$ cat config.mk
export PLATFORM = sky130hd
export DESIGN_NAME = ddc_ratio_snoop
export DESIGN_NICKNAME = d
export VERILOG_FILES = /design/src/rtl/ddc_snoop_pkg.sv /design/src/rtl/ddc_line_cond.sv /design/src/rtl/ddc_frame_tracker.sv /design/src/rtl/hpd_loss_timer.sv /design/src/rtl/ddc_ratio_snoop.sv
export SDC_FILE = /design/constraint.sdc
export NUM_CORES = 1
export LEC_CHECK = 0
export BUFFER_PORTS_ARGS = -buffer_cell sky130_fd_sc_hd__buf_2
export CAP_MARGIN = 40
export CORE_MARGIN = 8
export CORE_UTILIZATION = 55
export DETAILED_ROUTE_END_ITERATION = 10
export PLACE_DENSITY = 0.75
export SLEW_MARGIN = 10
export SYNTH_ARGS = -nofsm -noshare
export SYNTH_HDL_FRONTEND = slang
export SYNTH_SLANG_ARGS = --single-unit
$ cat constraint.sdc
create_clock -name clk -period 4.46 [get_ports clk]
set_input_delay 0.446 -clock clk [delete_from_list [all_inputs] [get_ports clk]]
set_output_delay 0.446 -clock clk [all_outputs]
set_load 0.03 [all_outputs]
$ cat src/rtl/ddc_snoop_pkg.sv
package ddc_snoop_pkg;

    typedef enum logic [1:0] {
        PH_IDLE,
        PH_ADDR,
        PH_OFFS,
        PH_DATA
    } phase_e;

    typedef struct packed {
        phase_e     ph;
        logic [3:0] bitcnt;
        logic [7:0] shreg;
        logic [7:0] offs;
        logic       scl_p;
        logic       sda_p;
        logic       wr_stb;
        logic       wr_bit;
    } trk_s;

    typedef struct packed {
        logic pwr_s1;
        logic pwr_s2;
        logic ratio;
        logic chg;
    } top_s;

endpackage

$ cat src/rtl/ddc_line_cond.sv
module ddc_line_cond #(
    parameter int   FILT_LEN = 3,
    parameter logic RST_VAL  = 1'b1
) (
    input  logic clk,
    input  logic rst_n,
    input  logic raw_i,
    output logic level_o
);
    localparam int CW = $clog2(FILT_LEN + 1);

    typedef struct packed {
        logic          s1;
        logic          s2;
        logic          lvl;
        logic [CW-1:0] cnt;
    } flt_s;

    flt_s st_d, st_q;

    always_comb begin
        st_d    = st_q;
        st_d.s1 = raw_i;
        st_d.s2 = st_q.s1;
        if (st_q.s2 != st_q.lvl) begin
            if (st_q.cnt == CW'(FILT_LEN - 1)) begin
                st_d.lvl = st_q.s2;
                st_d.cnt = '0;
            end else begin
                st_d.cnt = st_q.cnt + 1'b1;
            end
        end else begin
            st_d.cnt = '0;
        end
    end

    always_ff @(posedge clk or negedge rst_n) begin
        if (!rst_n) begin
            st_q <= '{s1: RST_VAL, s2: RST_VAL, lvl: RST_VAL, cnt: '0};
        end else begin
            st_q <= st_d;
        end
    end

    assign level_o = st_q.lvl;

    // the filtered level only moves to a value the synchronizer already held
    assert_filt_follow_R10: assert property (@(posedge clk) disable iff (!rst_n)
        (st_q.lvl != $past(st_q.lvl)) |-> ($past(st_q.s2) == st_q.lvl));

endmodule

$ cat src/rtl/ddc_frame_tracker.sv
module ddc_frame_tracker
    import ddc_snoop_pkg::*;
#(
    parameter logic [7:0] DEV_BYTE = 8'hA8,
    parameter logic [7:0] REG_OFFS = 8'h20,
    parameter int         BIT_IDX  = 1
) (
    input  logic clk,
    input  logic rst_n,
    input  logic scl,
    input  logic sda,
    output logic wr_stb_o,
    output logic wr_bit_o
);
    trk_s st_d, st_q;
    logic start_ev, stop_ev, rise_ev;

    always_comb begin
        start_ev = st_q.scl_p && scl && st_q.sda_p && !sda;
        stop_ev  = st_q.scl_p && scl && !st_q.sda_p && sda;
        rise_ev  = !st_q.scl_p && scl;

        st_d        = st_q;
        st_d.scl_p  = scl;
        st_d.sda_p  = sda;
        st_d.wr_stb = 1'b0;

        if (start_ev) begin
            st_d.ph     = PH_ADDR;
            st_d.bitcnt = '0;
        end else if (stop_ev) begin
            st_d.ph     = PH_IDLE;
            st_d.bitcnt = '0;
        end else if (rise_ev && st_q.ph != PH_IDLE) begin
            if (st_q.bitcnt < 4'd8) begin
                st_d.shreg  = {st_q.shreg[6:0], sda};
                st_d.bitcnt = st_q.bitcnt + 4'd1;
            end else begin
                st_d.bitcnt = '0;
                if (sda) begin
                    st_d.ph = PH_IDLE;
                end else begin
                    unique case (st_q.ph)
                        PH_ADDR: st_d.ph = (st_q.shreg == DEV_BYTE) ? PH_OFFS : PH_IDLE;
                        PH_OFFS: begin
                            st_d.offs = st_q.shreg;
                            st_d.ph   = PH_DATA;
                        end
                        PH_DATA: begin
                            if (st_q.offs == REG_OFFS) begin
                                st_d.wr_stb = 1'b1;
                                st_d.wr_bit = st_q.shreg[BIT_IDX];
                            end
                            st_d.offs = st_q.offs + 8'd1;
                        end
                        default: st_d.ph = PH_IDLE;
                    endcase
                end
            end
        end
    end

    always_ff @(posedge clk or negedge rst_n) begin
        if (!rst_n) begin
            st_q <= '{ph: PH_IDLE, bitcnt: '0, shreg: '0, offs: '0,
                      scl_p: 1'b1, sda_p: 1'b1, wr_stb: 1'b0, wr_bit: 1'b0};
        end else begin
            st_q <= st_d;
        end
    end

    assign wr_stb_o = st_q.wr_stb;
    assign wr_bit_o = st_q.wr_bit;

    // a flag update is only issued from the data phase
    assert_commit_in_data_R3: assert property (@(posedge clk) disable iff (!rst_n)
        st_q.wr_stb |-> ($past(st_q.ph) == PH_DATA));

    // a high acknowledge slot leaves the tracker idle
    assert_nack_drops_R5: assert property (@(posedge clk) disable iff (!rst_n)
        (rise_ev && !start_ev && st_q.ph != PH_IDLE && st_q.bitcnt == 4'd8 && sda)
        |=> (st_q.ph == PH_IDLE && !st_q.wr_stb));

endmodule

$ cat src/rtl/hpd_loss_timer.sv
module hpd_loss_timer #(
    parameter int LIMIT = 10_000_000
) (
    input  logic clk,
    input  logic rst_n,
    input  logic hpd_i,
    output logic clr_o
);
    localparam int CW = $clog2(LIMIT + 1);

    typedef struct packed {
        logic          s1;
        logic          s2;
        logic [CW-1:0] cnt;
        logic          fired;
        logic          clr;
    } tmr_s;

    tmr_s st_d, st_q;

    always_comb begin
        st_d     = st_q;
        st_d.s1  = hpd_i;
        st_d.s2  = st_q.s1;
        st_d.clr = 1'b0;
        if (st_q.s2) begin
            st_d.cnt   = '0;
            st_d.fired = 1'b0;
        end else if (!st_q.fired) begin
            if (st_q.cnt == CW'(LIMIT - 1)) begin
                st_d.fired = 1'b1;
                st_d.clr   = 1'b1;
            end else begin
                st_d.cnt = st_q.cnt + 1'b1;
            end
        end
    end

    always_ff @(posedge clk or negedge rst_n) begin
        if (!rst_n) begin
            st_q <= '0;
        end else begin
            st_q <= st_d;
        end
    end

    assign clr_o = st_q.clr;

    // the clear is a single pulse
    assert_clr_single_R7: assert property (@(posedge clk) disable iff (!rst_n)
        st_q.clr |=> !st_q.clr);

    // the clear only follows a low hot-plug level
    assert_clr_after_low_R7: assert property (@(posedge clk) disable iff (!rst_n)
        st_q.clr |-> !$past(st_q.s2));

endmodule

$ cat src/rtl/ddc_ratio_snoop.sv
module ddc_ratio_snoop
    import ddc_snoop_pkg::*;
#(
    parameter int         CLK_HZ     = 100_000_000,
    parameter int         HPD_LOW_MS = 100,
    parameter int         FILT_LEN   = 3,
    parameter logic [7:0] DEV_BYTE   = 8'hA8,
    parameter logic [7:0] REG_OFFS   = 8'h20,
    parameter int         BIT_IDX    = 1
) (
    input  logic       clk,
    input  logic       rst_n,
    input  logic       scl_i,
    input  logic       sda_i,
    input  logic       hpd_i,
    input  logic       pwr5v_i,
    output logic       ratio_bit_o,
    output logic       mode_div40_o,
    output logic       mode_chg_o,
    output logic [7:0] status_byte_o
);
    localparam int HPD_CYC = (CLK_HZ / 1000) * HPD_LOW_MS;
    localparam int NLINE   = 2;

    logic [NLINE-1:0] raw_lines;
    logic [NLINE-1:0] clean_lines;
    logic             wr_stb, wr_bit, hpd_clr;

    assign raw_lines = {sda_i, scl_i};

    for (genvar gi = 0; gi < NLINE; gi++) begin : g_line
        ddc_line_cond #(
            .FILT_LEN(FILT_LEN),
            .RST_VAL (1'b1)
        ) u_cond (
            .clk    (clk),
            .rst_n  (rst_n),
            .raw_i  (raw_lines[gi]),
            .level_o(clean_lines[gi])
        );
    end

    ddc_frame_tracker #(
        .DEV_BYTE(DEV_BYTE),
        .REG_OFFS(REG_OFFS),
        .BIT_IDX (BIT_IDX)
    ) u_trk (
        .clk     (clk),
        .rst_n   (rst_n),
        .scl     (clean_lines[0]),
        .sda     (clean_lines[1]),
        .wr_stb_o(wr_stb),
        .wr_bit_o(wr_bit)
    );

    hpd_loss_timer #(
        .LIMIT(HPD_CYC)
    ) u_hpd (
        .clk  (clk),
        .rst_n(rst_n),
        .hpd_i(hpd_i),
        .clr_o(hpd_clr)
    );

    top_s st_d, st_q;

    always_comb begin
        st_d        = st_q;
        st_d.pwr_s1 = pwr5v_i;
        st_d.pwr_s2 = st_q.pwr_s1;
        if (!st_q.pwr_s2 || hpd_clr) begin
            st_d.ratio = 1'b0;
        end else if (wr_stb) begin
            st_d.ratio = wr_bit;
        end
        st_d.chg = (st_d.ratio != st_q.ratio);
    end

    always_ff @(posedge clk or negedge rst_n) begin
        if (!rst_n) begin
            st_q <= '0;
        end else begin
            st_q <= st_d;
        end
    end

    assign ratio_bit_o   = st_q.ratio;
    assign mode_div40_o  = st_q.ratio;
    assign mode_chg_o    = st_q.chg;
    assign status_byte_o = {7'b0, st_q.ratio} << BIT_IDX;

    // a missing supply keeps the flag clear
    assert_pwr_hold_R8: assert property (@(posedge clk) disable iff (!rst_n)
        !st_q.pwr_s2 |=> !st_q.ratio);

    // every flag change is flagged by the pulse
    assert_chg_seen_R9: assert property (@(posedge clk) disable iff (!rst_n)
        (st_q.ratio != $past(st_q.ratio)) |-> st_q.chg);

    // the pulse never fires without a change
    assert_chg_real_R9: assert property (@(posedge clk) disable iff (!rst_n)
        st_q.chg |-> (st_q.ratio != $past(st_q.ratio)));

    // a hot-plug clear always wins over a concurrent write
    assert_hpd_clear_R7: assert property (@(posedge clk) disable iff (!rst_n)
        hpd_clr |=> !st_q.ratio);

endmodule

==> summary.txt <==
status = finished clean
CTS root buffer = clkbuf_8
first-pass GRT wire length = 10,830 microns
post-CTS sizing = 0
WL/cell = 14.64 microns
nets = 350
final non-filler cell total = 418
final hold slack = 0.1160 ns
GR peak layer = met2
Critical Path AT = 2.43 ns
setup slack, reg-to-reg = 2.25 ns
CTS H-tree lvls = 3
sequential share of power = 54.9%
internal power = 997.8 uW
Bufs on Longest Clock Path = 2
drt pass-1 iters = 5
Fillers = 517
Post-Route WL = 6119 microns
Clock Power Share = 31.3%
Tcrit/Tclk final = 49.65%
synth top area cells = dfrtp_1 44%, mux2_2 6.2%, dfstp_2 6.1%
Sink Count = 68
RePlAce Congestion = 0.8258
CP endpoint kind = flop
DRC = 0
Final TNS setup = 0 ns
worst slew pin tran = 0.7870 ns
switching part of the total = 28.96%
Top FF cell, synth = dfrtp_1
GR Util met2 = 24.45%
R2R Path End = u_trk.st_q[6]
site row count = 29
reg2reg start = u_trk.st_q[24]
crit path max fanout = 8
met3 Usage GRT = 3.228%
Total GRT Usage = 14.95%
core region area = 6205 sq um
syn avg cell area = 10.52 sq um
Worst Clk Skew = 0.007328 ns
WP data required = 4.68 ns
Hold Vio Cnt, Final = 0
flops & latches, synth = 68
Rel. slew slack = 47.13%
Die W = 95.21 microns
worst hold path class = primary input to asynchronous set/reset pin
Die Footprint = 9065 sq um
Syn Inst Count = 328
CTS tree = built
Crit Path Class = flop to flop
area of the multi-input gates = 1595 sq um
Area growth syn-to-layout = 6.490%
minimum clock period = 2.214 ns
GR Layer Usage met1 = 18.36%
setup bufs post-CTS = 0
aggregate global routing overflow = 0
IO buf count = 9
Leakage = 0.001543 uW
n_diodes = 0
initial antenna violation count = 0
FMAX = 0.4516 GHz
final setup vio count = 0
CTS buffer count = 9
unrepaired setup endpoints after global routing = no
placed insts = 402
mapped cell area = 3451 sq um
crit start category = flop
DR vias/cell = 5.880
via count = 2,458
top-count cell post-synth = dfrtp_1
Post-synth EDFFs = 0
final slew viol count = 0
sw power = 406.8 uW
Hold Buf Count CTS = 0
clock latency at the later pin of the worst-skew pair = 0.33 ns
register area share after synthesis = 49.60%
maxcap violations = 0
io pins = 17
Cell variety after synth = 52
number of global-route vias before repair = 2,427
Commonest cells post-synth = 60 x dfrtp_1, 21 x a21oi_1, 19 x mux2_2, 19 x nor2_1, 18 x nand2_1
ys async rst share = 100.0%
Gate power share = 13.8%
Finished Core Util = 59.23%
Initial Util = 55.62%
peak supply drop = 0.2459 mV
Worst Reg-to-Reg Cells = 6
DRT antenna net count = 0
DPL Wire Length = 4282 microns
register area = 1712 sq um
die span in y = 95.21 microns
Ys Warns = 0
area leader, netlist = dfrtp_1
CTS clock-pin slew for the worst setup and hold paths = 0.07 ns
fraction of layout cells with a size suffix above 1 = 17.60%
Power Density = 382.2 nW/um^2
Synth top area share = 43.51%
DRT iter0 DRCs = 107
largest net degree at the start of global routing = 43
## how the worst max path moves through the flow
| stage | startpoint | end | slack [ns] |
|---|---|---|---|
| floorplan | u_trk.st_q[24] | u_trk.st_q[8] | 2.54 |
| global placement | u_trk.st_q[24] | u_trk.st_q[6] | 2.38 |
| detailed placement | u_trk.st_q[24] | u_trk.st_q[6] | 2.27 |
| CTS | u_trk.st_q[24] | u_trk.st_q[6] | 2.27 |
| global route | u_trk.st_q[24] | u_trk.st_q[8] | 2.05 |
| finish | u_trk.st_q[24] | u_trk.st_q[6] | 2.25 |
## metrics by stage
stage | worst slack [ns] | cell area (sq um) | power [uW]
finish | 2.246 | 3675 | 1405
global route | 2.053 | 3675 | 1481
CTS | 2.266 | 3675 | 1412
detailed placement | 2.274 | 3505 | 975.4
global placement | 2.378 | 3505 | 960.7
floorplan | 2.537 | 3473 | 919.2
## metal layers
metal	vias up	part of all wire, %
li1	1200	-
met1	1196	46
met2	53	48
met3	9	4.6
met4	0	1.5
met5	-	0
## cells by family after synthesis
family,after synthesis,share of synthesized area [%]
fa+ha+maj,8,2.901
other cells,1,0.1087
buf+inv,31,4.822
mux,21,6.780
compound gates,67,12.36
simple gates,124,21.39
xor+xnor,8,2.031
flops,68,49.60
## cells in the final DEF, fill, tap and decap left out, drive strengths merged, types with 6 or more instances in the layout
cell,n
nand3,13
or4,8
conb,7
clkbuf,12
xnor2,6
nand2,18
nand4,7
ha,8
nor2b,10
nor3,8
buf,11
dfstp,8
mux2,19
or3,11
nor2,19
a21oi,21
dfrtp,60
o21ai,18
nand2b,6
inv,11
## state kept, by name (all words and copies together) (netlist names), 2 cells and up
name	flops
g_line.u_cond.st_d	2
u_hpd.st_q	26
g_line.u_cond.st_q	6
u_trk.st_q	24
g_line.u_cond.level_o	2
## final cells by class
cell class / count / area share (%)
Sequential cell: 68 / 46.58
Multi-Input combinational cell: 235 / 43.41
Clock buffer: 12 / 3.950
Tap cell: 77 / 2.622
Timing Repair Buffer: 11 / 1.634
Inverter: 11 / 1.124
Clock inverter: 4 / 0.6810
## critical path, stage by stage, from the launching register on
cell,delay [ns]
dfrtp_1,0.39
inv_1,0.10
ha_1,0.25
nand4bb_1,0.27
nor3_1,0.69
a21oi_1,0.14
o221a_2,0.27
## power by group through the flow
stage	clock network, uW	logic [uW]	registers [uW]
after floorplan	0	179	740
after global placement	0	186	774
final	439	194	771
after global routing	477	220	785
after detailed placement	0	195	781
after CTS	447	195	769
Power figures use the tool's default switching activity.
